[config.mk]
export PLATFORM = sky130hd
export DESIGN_NAME = e1_err_counter_bank
export DESIGN_NICKNAME = d
export VERILOG_FILES = /design/src/rtl/e1pm_pkg.sv /design/src/rtl/e1pm_event_gate.sv /design/src/rtl/e1pm_counter.sv /design/src/rtl/e1pm_read_port.sv /design/src/rtl/e1_err_counter_bank.sv
export SDC_FILE = /design/constraint.sdc
export NUM_CORES = 1
export LEC_CHECK = 0
export BUFFER_PORTS_ARGS = -buffer_cell sky130_fd_sc_hd__buf_2
export CORE_UTILIZATION = 44
export DETAILED_ROUTE_END_ITERATION = 6
export GPL_TIMING_DRIVEN = 0
export PLACE_DENSITY = 0.69
export SYNTH_ARGS = -nofsm -noshare
export SYNTH_HDL_FRONTEND = slang
export SYNTH_SLANG_ARGS = --single-unit
[constraint.sdc]
create_clock -name clk -period 3.9 [get_ports clk]
set_clock_uncertainty 0.05 [all_clocks]
set_input_delay 0.39 -clock clk [delete_from_list [all_inputs] [get_ports clk]]
set_output_delay 0.39 -clock clk [all_outputs]
set_load 0.005 [all_outputs]
[src/rtl/e1pm_pkg.sv]
package e1pm_pkg;
   localparam int BYTE_W = 8;
   localparam int NCH    = 3;

   typedef enum int {
      CH_BPV  = 0,
      CH_CRC  = 1,
      CH_EBIT = 2
   } chan_e;

   // channels whose count stops at full scale instead of wrapping
   localparam logic [NCH-1:0] SAT_MASK = 3'b001;

   // frames of the CRC4 multiframe that carry far-end block error bits
   localparam int EBIT_FRAME_A = 13;
   localparam int EBIT_FRAME_B = 15;
endpackage

[src/rtl/e1pm_event_gate.sv]
module e1pm_event_gate
   import e1pm_pkg::*;
#(
   parameter int FRAME_W = 4
) (
   input  logic               hdb3_mode,
   input  logic               bpv_pulse,
   input  logic               bpv_hdb3_cw,
   input  logic               crc_err_pulse,
   input  logic               ebit_valid,
   input  logic               ebit_value,
   input  logic [FRAME_W-1:0] frame_num,
   input  logic               fas_loss,
   input  logic               crc_mf_loss,
   output logic [NCH-1:0]     inc
);
   logic align_ok;
   logic ebit_slot;

   if (FRAME_W < 4) begin : g_bad_frame_w
      $error("e1pm_event_gate: FRAME_W must cover frame numbers up to 15");
   end

   // CAS-level loss is deliberately not part of this qualifier
   assign align_ok  = !fas_loss && !crc_mf_loss;
   assign ebit_slot = (frame_num == FRAME_W'(EBIT_FRAME_A)) ||
                      (frame_num == FRAME_W'(EBIT_FRAME_B));

   always_comb begin
      inc          = '0;
      inc[CH_BPV]  = bpv_pulse && !(hdb3_mode && bpv_hdb3_cw);
      inc[CH_CRC]  = crc_err_pulse && align_ok;
      inc[CH_EBIT] = ebit_valid && !ebit_value && ebit_slot && align_ok;
   end
endmodule

[src/rtl/e1pm_counter.sv]
module e1pm_counter #(
   parameter int CNT_W    = 16,
   parameter bit SATURATE = 1'b0
) (
   input  logic             clk,
   input  logic             rst_n,
   input  logic             inc,
   input  logic             snap,
   output logic [CNT_W-1:0] live_q,
   output logic [CNT_W-1:0] hold_q
);
   localparam logic [CNT_W-1:0] FULL = '1;

   logic [CNT_W-1:0] bumped;
   logic [CNT_W-1:0] live_d;

   if (CNT_W < 2) begin : g_bad_width
      $error("e1pm_counter: CNT_W must be at least 2");
   end

   if (SATURATE) begin : g_sat
      assign bumped = (live_q == FULL) ? live_q : live_q + CNT_W'(1);
   end else begin : g_wrap
      assign bumped = live_q + CNT_W'(1);
   end

   always_comb begin
      if (snap)      live_d = inc ? CNT_W'(1) : '0;
      else if (inc)  live_d = bumped;
      else           live_d = live_q;
   end

   always_ff @(posedge clk or negedge rst_n) begin
      if (!rst_n) begin
         live_q <= '0;
         hold_q <= '0;
      end else begin
         live_q <= live_d;
         if (snap) hold_q <= live_q;
      end
   end


   snap_copy_chk: assert property (@(posedge clk) disable iff (!rst_n)
      snap |=> hold_q == $past(live_q));


   snap_restart_chk: assert property (@(posedge clk) disable iff (!rst_n)
      (snap && !inc) |=> live_q == '0);

   if (SATURATE) begin : g_sat_chk

      sat_hold_chk: assert property (@(posedge clk) disable iff (!rst_n)
         (!snap && live_q == FULL) |=> live_q == FULL);
   end
endmodule

[src/rtl/e1pm_read_port.sv]
module e1pm_read_port
   import e1pm_pkg::*;
#(
   parameter int CNT_W  = 16,
   parameter int ADDR_W = 8
) (
   input  logic                 clk,
   input  logic                 rst_n,
   input  logic                 rd_en,
   input  logic [ADDR_W-1:0]    rd_addr,
   input  logic [NCH*CNT_W-1:0] hold_flat,
   output logic [BYTE_W-1:0]    rd_data
);
   localparam int NBYTES = 2 * NCH;

   logic [BYTE_W-1:0] sel_byte;

   if (CNT_W != 2 * BYTE_W) begin : g_bad_cnt_w
      $error("e1pm_read_port: each counter must span exactly two bytes");
   end
   if ((1 << ADDR_W) < NBYTES) begin : g_bad_addr_w
      $error("e1pm_read_port: ADDR_W too narrow for the register map");
   end

   always_comb begin
      sel_byte = '0;
      for (int c = 0; c < NCH; c++) begin
         if (rd_addr[ADDR_W-1:1] == (ADDR_W-1)'(c)) begin
            sel_byte = rd_addr[0] ? hold_flat[c*CNT_W +: BYTE_W]
                                  : hold_flat[c*CNT_W + BYTE_W +: BYTE_W];
         end
      end
      if (rd_addr >= ADDR_W'(NBYTES)) sel_byte = '0;
   end

   always_ff @(posedge clk or negedge rst_n) begin
      if (!rst_n)     rd_data <= '0;
      else if (rd_en) rd_data <= sel_byte;
   end


   rd_idle_chk: assert property (@(posedge clk) disable iff (!rst_n)
      !rd_en |=> $stable(rd_data));


   rd_unmapped_chk: assert property (@(posedge clk) disable iff (!rst_n)
      (rd_en && rd_addr >= ADDR_W'(NBYTES)) |=> rd_data == '0);
endmodule

[src/rtl/e1_err_counter_bank.sv]
module e1_err_counter_bank
   import e1pm_pkg::*;
#(
   parameter int CNT_W   = 16,
   parameter int ADDR_W  = 8,
   parameter int FRAME_W = 4
) (
   input  logic               clk,
   input  logic               rst_n,
   input  logic               hdb3_mode,
   input  logic               bpv_pulse,
   input  logic               bpv_hdb3_cw,
   input  logic               crc_err_pulse,
   input  logic               ebit_valid,
   input  logic               ebit_value,
   input  logic [FRAME_W-1:0] frame_num,
   input  logic               fas_loss,
   input  logic               crc_mf_loss,
   input  logic               cas_loss,
   input  logic               sec_tick,
   input  logic               rd_en,
   input  logic [ADDR_W-1:0]  rd_addr,
   output logic [7:0]         rd_data
);
   logic [NCH-1:0]       inc;
   logic [CNT_W-1:0]     live_w [NCH];
   logic [CNT_W-1:0]     hold_w [NCH];
   logic [NCH*CNT_W-1:0] hold_flat;

   if (BYTE_W != 8) begin : g_bad_byte
      $error("e1_err_counter_bank: read port is byte wide");
   end

   e1pm_event_gate #(.FRAME_W(FRAME_W)) u_gate (
      .hdb3_mode    (hdb3_mode),
      .bpv_pulse    (bpv_pulse),
      .bpv_hdb3_cw  (bpv_hdb3_cw),
      .crc_err_pulse(crc_err_pulse),
      .ebit_valid   (ebit_valid),
      .ebit_value   (ebit_value),
      .frame_num    (frame_num),
      .fas_loss     (fas_loss),
      .crc_mf_loss  (crc_mf_loss),
      .inc          (inc)
   );

   for (genvar c = 0; c < NCH; c++) begin : g_chan
      e1pm_counter #(.CNT_W(CNT_W), .SATURATE(SAT_MASK[c])) u_cnt (
         .clk   (clk),
         .rst_n (rst_n),
         .inc   (inc[c]),
         .snap  (sec_tick),
         .live_q(live_w[c]),
         .hold_q(hold_w[c])
      );
      assign hold_flat[c*CNT_W +: CNT_W] = hold_w[c];
   end

   e1pm_read_port #(.CNT_W(CNT_W), .ADDR_W(ADDR_W)) u_rd (
      .clk      (clk),
      .rst_n    (rst_n),
      .rd_en    (rd_en),
      .rd_addr  (rd_addr),
      .hold_flat(hold_flat),
      .rd_data  (rd_data)
   );


   hdb3_skip_chk: assert property (@(posedge clk) disable iff (!rst_n)
      (hdb3_mode && bpv_hdb3_cw && !sec_tick) |=> $stable(live_w[CH_BPV]));


   bpv_loss_blind_chk: assert property (@(posedge clk) disable iff (!rst_n)
      (bpv_pulse && !bpv_hdb3_cw && !sec_tick && live_w[CH_BPV] < 16'hFFFE
       && (fas_loss || crc_mf_loss || cas_loss))
      |=> live_w[CH_BPV] == $past(live_w[CH_BPV]) + CNT_W'(1));


   crc_suspend_chk: assert property (@(posedge clk) disable iff (!rst_n)
      ((fas_loss || crc_mf_loss) && !sec_tick) |=> $stable(live_w[CH_CRC]));


   cas_only_chk: assert property (@(posedge clk) disable iff (!rst_n)
      (cas_loss && !fas_loss && !crc_mf_loss && crc_err_pulse && !sec_tick)
      |=> live_w[CH_CRC] == $past(live_w[CH_CRC]) + CNT_W'(1));


   ebit_suspend_chk: assert property (@(posedge clk) disable iff (!rst_n)
      ((fas_loss || crc_mf_loss || !ebit_valid) && !sec_tick)
      |=> $stable(live_w[CH_EBIT]));
endmodule

* After elaboration in Yosys (flattened, before gate mapping)
Cells that the tools add are included.
** Operators by class
- Add/sub/neg operators :: 3
- $mul :: 0
- Div/mod/pow operators :: 0
- $lt $le $gt $ge :: 1
- Eq/ne operators :: 6
- Shifts and indexed selects :: 0
- Multiplexer cells :: 17
- Bitwise gates (word level) :: 0
- Reduce and logical (&&, ||, !) cells :: 17
** Operator list (number)
- 2-to-1 mux 16 bit :: 7
- 2-to-1 mux 8 bit :: 7
- adder 16 x 1 -> 16 bit (second input constant) :: 3
- equality test 16 bit (second input constant) :: 1
- equality test 4 bit (second input constant) :: 2
- greater-or-equal comparator 8 x 3 -> 1 bit (second input constant) :: 1
- equality test 7 x 1 -> 1 bit (second input constant) :: 1
- equality test 7 x 2 -> 1 bit (second input constant) :: 1
- logical AND 1 bit :: 7
- zero test 7 bit :: 1
- nonzero test 2 bit :: 3
- zero test 1 bit :: 4
- 2-to-1 mux 1 bit :: 3
- != test 2 bit (second input constant) :: 1
- AND reduction 2 bit :: 1
- logical OR 1 bit :: 1
** Storage, ports and cells
- Register bits :: 104
- Bits in latches :: 0
- Memory bits (writable) :: 0
- ROM bits :: 0
- Output and inout port bits :: 8
- Word-level logic and storage cells :: 51
- Memories :: 0

* Depth between registers and ports, before layout
- Word-level depth :: 6
- Gate-level depth with buffers :: 6
- Mapped depth without buffers :: 5

* Cells and area by module
From an unflattened synthesis, not the netlist that was laid out.
** Second synthesis, totals
- Cells, all modules :: 450
- Area total of the unflattened synthesis :: 5188.7 sq um
** Modules (own cells, without submodules)
- e1pm_counter (g_chan[1].u_cnt ...) :: instances 2, cells an instance 118, area each 1443.9 sq um
- e1pm_counter (g_chan[0].u_cnt) :: instances 1, cells an instance 136, area each 1524.0 sq um
- e1pm_read_port :: instances 1, cells an instance 74, area each 744.5 sq um
- e1pm_event_gate :: instances 1, cells an instance 4, area each 32.5 sq um

* Least setup slack after synthesis
No wires, ideal clock.
- Kind :: input to register
- From :: input bpv_pulse
- To :: register g_chan[0].u_cnt.live_q[9]
- Data arrival time :: 1.593 ns
- Slack :: 2.179 ns
- Stages :: 5
- Path through :: a21bo_2 -> or2_0 -> buf_2 -> or4_1 -> a21oi_1
** On the way
- Word-level cells in the longest chain between the ends :: 3
** RTL lines
- from (decl) :: line e1_err_counter_bank.sv:11 : input logic bpv_pulse,
- logical AND 1 bit :: line e1pm_event_gate.sv:31 : inc[CH_BPV] = bpv_pulse && !(hdb3_mode && bpv_hdb3_cw);
- nonzero test 2 bit (no source line)
- AND reduction 2 bit (no source line)
- to (signal assigned) :: line e1pm_counter.sv:38 : live_q <= live_d;
- to (decl) :: line e1pm_counter.sv:9 : output logic [CNT_W-1:0] live_q,
Every way passes these cells.
A chain may end at the register's enable or synchronous reset.

* Worst setup path in the final report
- From :: register g_chan[0].u_cnt.live_q[0]
- To :: register g_chan[0].u_cnt.live_q[14]
** On the way
- Word-level cells in the longest chain between the ends :: 4
** RTL lines
- adder 16 x 1 -> 16 bit :: line e1pm_counter.sv:22 : assign bumped = (live_q == FULL) ? live_q : live_q + CNT_W'(1);
- 2-to-1 mux 16 bit :: line e1pm_counter.sv:22
- 2-to-1 mux 16 bit :: line e1pm_counter.sv:29 : else if (inc) live_d = bumped;
- 2-to-1 mux 16 bit :: line e1pm_counter.sv:28 : if (snap) live_d = inc ? CNT_W'(1) : '0;
Parallel ways exist; a longest one is shown, timed or not. The select of a mux whose other input is x is not followed.

==> results.ini <==
[run_status]
run_status=finished, final reports clean

[worst_hold_path]
hp-start=crc_mf_loss
hold_path_class=input port to flip-flop
hold_depth=3
holdPathEnd=g_chan[1].u_cnt.live_q[0]$_DFFE_PN0P_

[cts]
cts_buffer_depth=2
tritoncts=built
post-cts-setup-buffer-count=0
h-tree-depth=3
cts_buffers=9
clock_sinks=104
postCtsHoldBufs=1
cts_resized=0
clk_latency_ns=0.35
cts_root_buffer=clkbuf_16
clk_pin_slew_ns=0.07

[worst_setup_path]
critPathMaxFanout=8
arrival_ns=2.13
required_ns=4.12
crit_path_start_kind=flip-flop
r2r-end=g_chan[0].u_cnt.live_q[14]$_DFFE_PN0P_
crit_type=flip-flop to flip-flop
slowest_stage=or4_1
r2r_slack_ns=2.00
cp_cell_sequence=ha_1, and2_1, nand4_1, or4_1, a21oi_1
endpoint_kind=flip-flop
cpPeakStageDelay_ns=0.48
reg2reg_depth=5
worstReg2RegStart=g_chan[0].u_cnt.live_q[0]$_DFFE_PN0P_

[floorplan]
core-area_mm2=0.0109
dieArea_mm2=0.0117
ioPinCount=33
start_util=0.454
rows=38
fp.dieW_um=108
die_y_um=108

[sta]
grt_setup_unrepaired=no
slew_headroom=0.531
period_share=0.488
worst_slack_ns=2.00
drv_slew=0
setup_viol=0
max_freq_ghz=0.526
fin_setup_tns_ns=0
period_needed_ns=1.90
finalHoldViolCount=0
tightest_slew_ns=0.697

[layout]
nNetsFinal=508
layout.area.seq_mm2=0.00260
drive_gt1_frac=0.221
fillers=987
antenna_cells=0
post-route-util=0.513
finalInstanceArea_mm2=0.00561
synthToLayoutAreaGrowth_pct=13.1
multi_input_area_mm2=0.00224

[place]
place_ws_ns=1.57
globalplace.congestion=0.811
dp_hpwl_um=8030
place_area_mm2=0.00531
io_buffers=28

[route]
routed_wl_um=11200
drt.antenna.violating_nets=0
via_per_inst=5.80
wl_per_cell_um=17.8
vias=3624
drt-initial-drc-count=191
drc=0
dr.pass1.iters=5

[run]
cap_violations=0

[yosys]
ys_top_cells_by_area=dfrtp_1 52%, mux2_2 11%, mux2i_1 3.8%, a21oi_1 3.1%, or3_1 2.6%
ys_warn_count=0
syn_nets=467
syn_area_mm2=0.00496
ys_seq_elements=104
synth_cells=439
synth_top_cell_by_area=dfrtp_1
avgSynthCellArea_um2=11.3
ys_seq_area_frac=0.525
synth_top_area_frac=0.525
synthDistinctLibCells=44
synth-async-reset-ratio=1.00
ys.flop_type=dfrtp_1
synth_edf_count=0

[global_route]
antenna_found_initial=0
grt_max_degree=65
grt_pass1_wl_um=18400
gr-usage-all-layers=0.211
grt_overflow=0
grt_pass1_vias=3553

[power_and_ir_drop]
intPower_mw=1.62
p_per_area_mw_per_mm2=376
p_clk_frac=0.421
p_seq_frac=0.522
power_switching_uw=486
p_comb_frac=0.057
switching_share=0.230
vdd_drop_max_v=0.000282
leakage_nw=2.50

synth_stat cells (2+ instances only):
library cell  number
ha_1               3
o21ai_0           24
a211oi_1           2
o221ai_1           5
clkbuf_1          15
inv_1              8
nand3_1           17
nor2b_1            6
nand2_1           21
mux2_2            50
mux2i_1           19
nor3_1             2
or4_1              7
and3_1             5
buf_2              5
and4_1             5
dfrtp_1          104
and2_1             4
a21oi_1           31
nor2_1            19
xor2_1            11
xnor2_1            2
nand2b_1           3
or3_1             21
nand4_1           15
mux4_2             3
o22ai_1            7
o31ai_1            8
nor4_1             2
power by group through the flow:
stage / clock (mW) / combinational, mW / sequential [mW]
floorplan: 0 / 0.0612 / 1.12
global placement: 0 / 0.114 / 1.12
detailed placement: 0 / 0.121 / 1.12
CTS: 0.907 / 0.123 / 1.10
global route: 0.954 / 0.134 / 1.10
finish: 0.888 / 0.120 / 1.10
layout make-up:
class	instances	area share
Inverter	8	0.00535
Buffer	21	0.0152
Clock buffer	13	0.0482
Multi-Input combinational cell	306	0.400
Tap cell	140	0.0312
Clock inverter	3	0.00402
Sequential cell	104	0.464
Timing Repair Buffer	30	0.0321
cells by family after synthesis:
family / after synthesis / share of synthesized area
flops: 104 / 0.525
xor+xnor: 13 / 0.0230
fa+ha+maj: 3 / 0.00757
compound gates: 83 / 0.0986
buf+inv: 29 / 0.0232
mux: 72 / 0.165
simple gates: 135 / 0.158
flip-flops by register name, indices dropped and copies added (netlist names):
| signal | cells |
|---|---|
| g_chan.u_cnt.hold_q | 48 |
| g_chan.u_cnt.live_q | 48 |
| u_rd.rd_data | 8 |
critical path, delay by kind of cell, from the launching register on:
kind	cells	cell delay (ns)
fa+ha+maj	1	0.24
compound gates	1	0.15
simple gates	3	0.94
flops	1	0.44
metal layers:
| layer | part of all wire | global-route usage | vias to the layer above |
|---|---|---|---|
| met5 | 0 | 0 | - |
| met4 | 0.012 | 0.0773 | 0 |
| met3 | 0.039 | 0.0440 | 9 |
| met2 | 0.48 | 0.337 | 72 |
| met1 | 0.46 | 0.282 | 1830 |
| li1 | - | - | 1713 |
worst max-delay path by stage:
stage,start,to,slack [ns],depth (start not counted)
6_report,g_chan[0].u_cnt.live_q[0]$_DFFE_PN0P_,g_chan[0].u_cnt.live_q[14]$_DFFE_PN0P_,2.00,5
3_5_place_dp,crc_mf_loss,g_chan[2].u_cnt.live_q[10]$_DFFE_PN0P_,1.57,6
5_1_grt,g_chan[0].u_cnt.live_q[3]$_DFFE_PN0P_,g_chan[0].u_cnt.live_q[4]$_DFFE_PN0P_,1.78,4
3_3_place_gp,rst_n,g_chan[1].u_cnt.live_q[1]$_DFFE_PN0P_,1.26,1
4_1_cts,crc_mf_loss,g_chan[2].u_cnt.live_q[10]$_DFFE_PN0P_,1.94,6
2_1_floorplan,bpv_pulse,g_chan[0].u_cnt.live_q[9]$_DFFE_PN0P_,2.18,5
metrics by stage:
| stage | std cells | hold WS [ns] | power [mW] |
|---|---|---|---|
| 4_1_cts | 625 | 0.345 | 2.13 |
| 3_5_place_dp | 608 | 0.365 | 1.24 |
| 6_report | 625 | 0.355 | 2.11 |
| 5_1_grt | 625 | 0.369 | 2.19 |
| 3_3_place_gp | 607 | 0.437 | 1.23 |
| 2_1_floorplan | 439 | 0.0444 | 1.18 |
placed cells by master (no fill, tap or decap), types with 9 or more instances in the layout:
cell,Yosys,routed
mux2i_1,19,19
xor2_1,11,11
dfrtp_1,104,104
or3_1,21,21
a21oi_1,31,31
nor2_1,19,19
nand4_1,15,15
nand3_1,17,17
buf_2,5,32
clkbuf_16,0,9
mux2_2,50,50
clkbuf_1,15,16
nand2_1,21,21
o21ai_0,24,24
(Power assumes the default switching activity.)
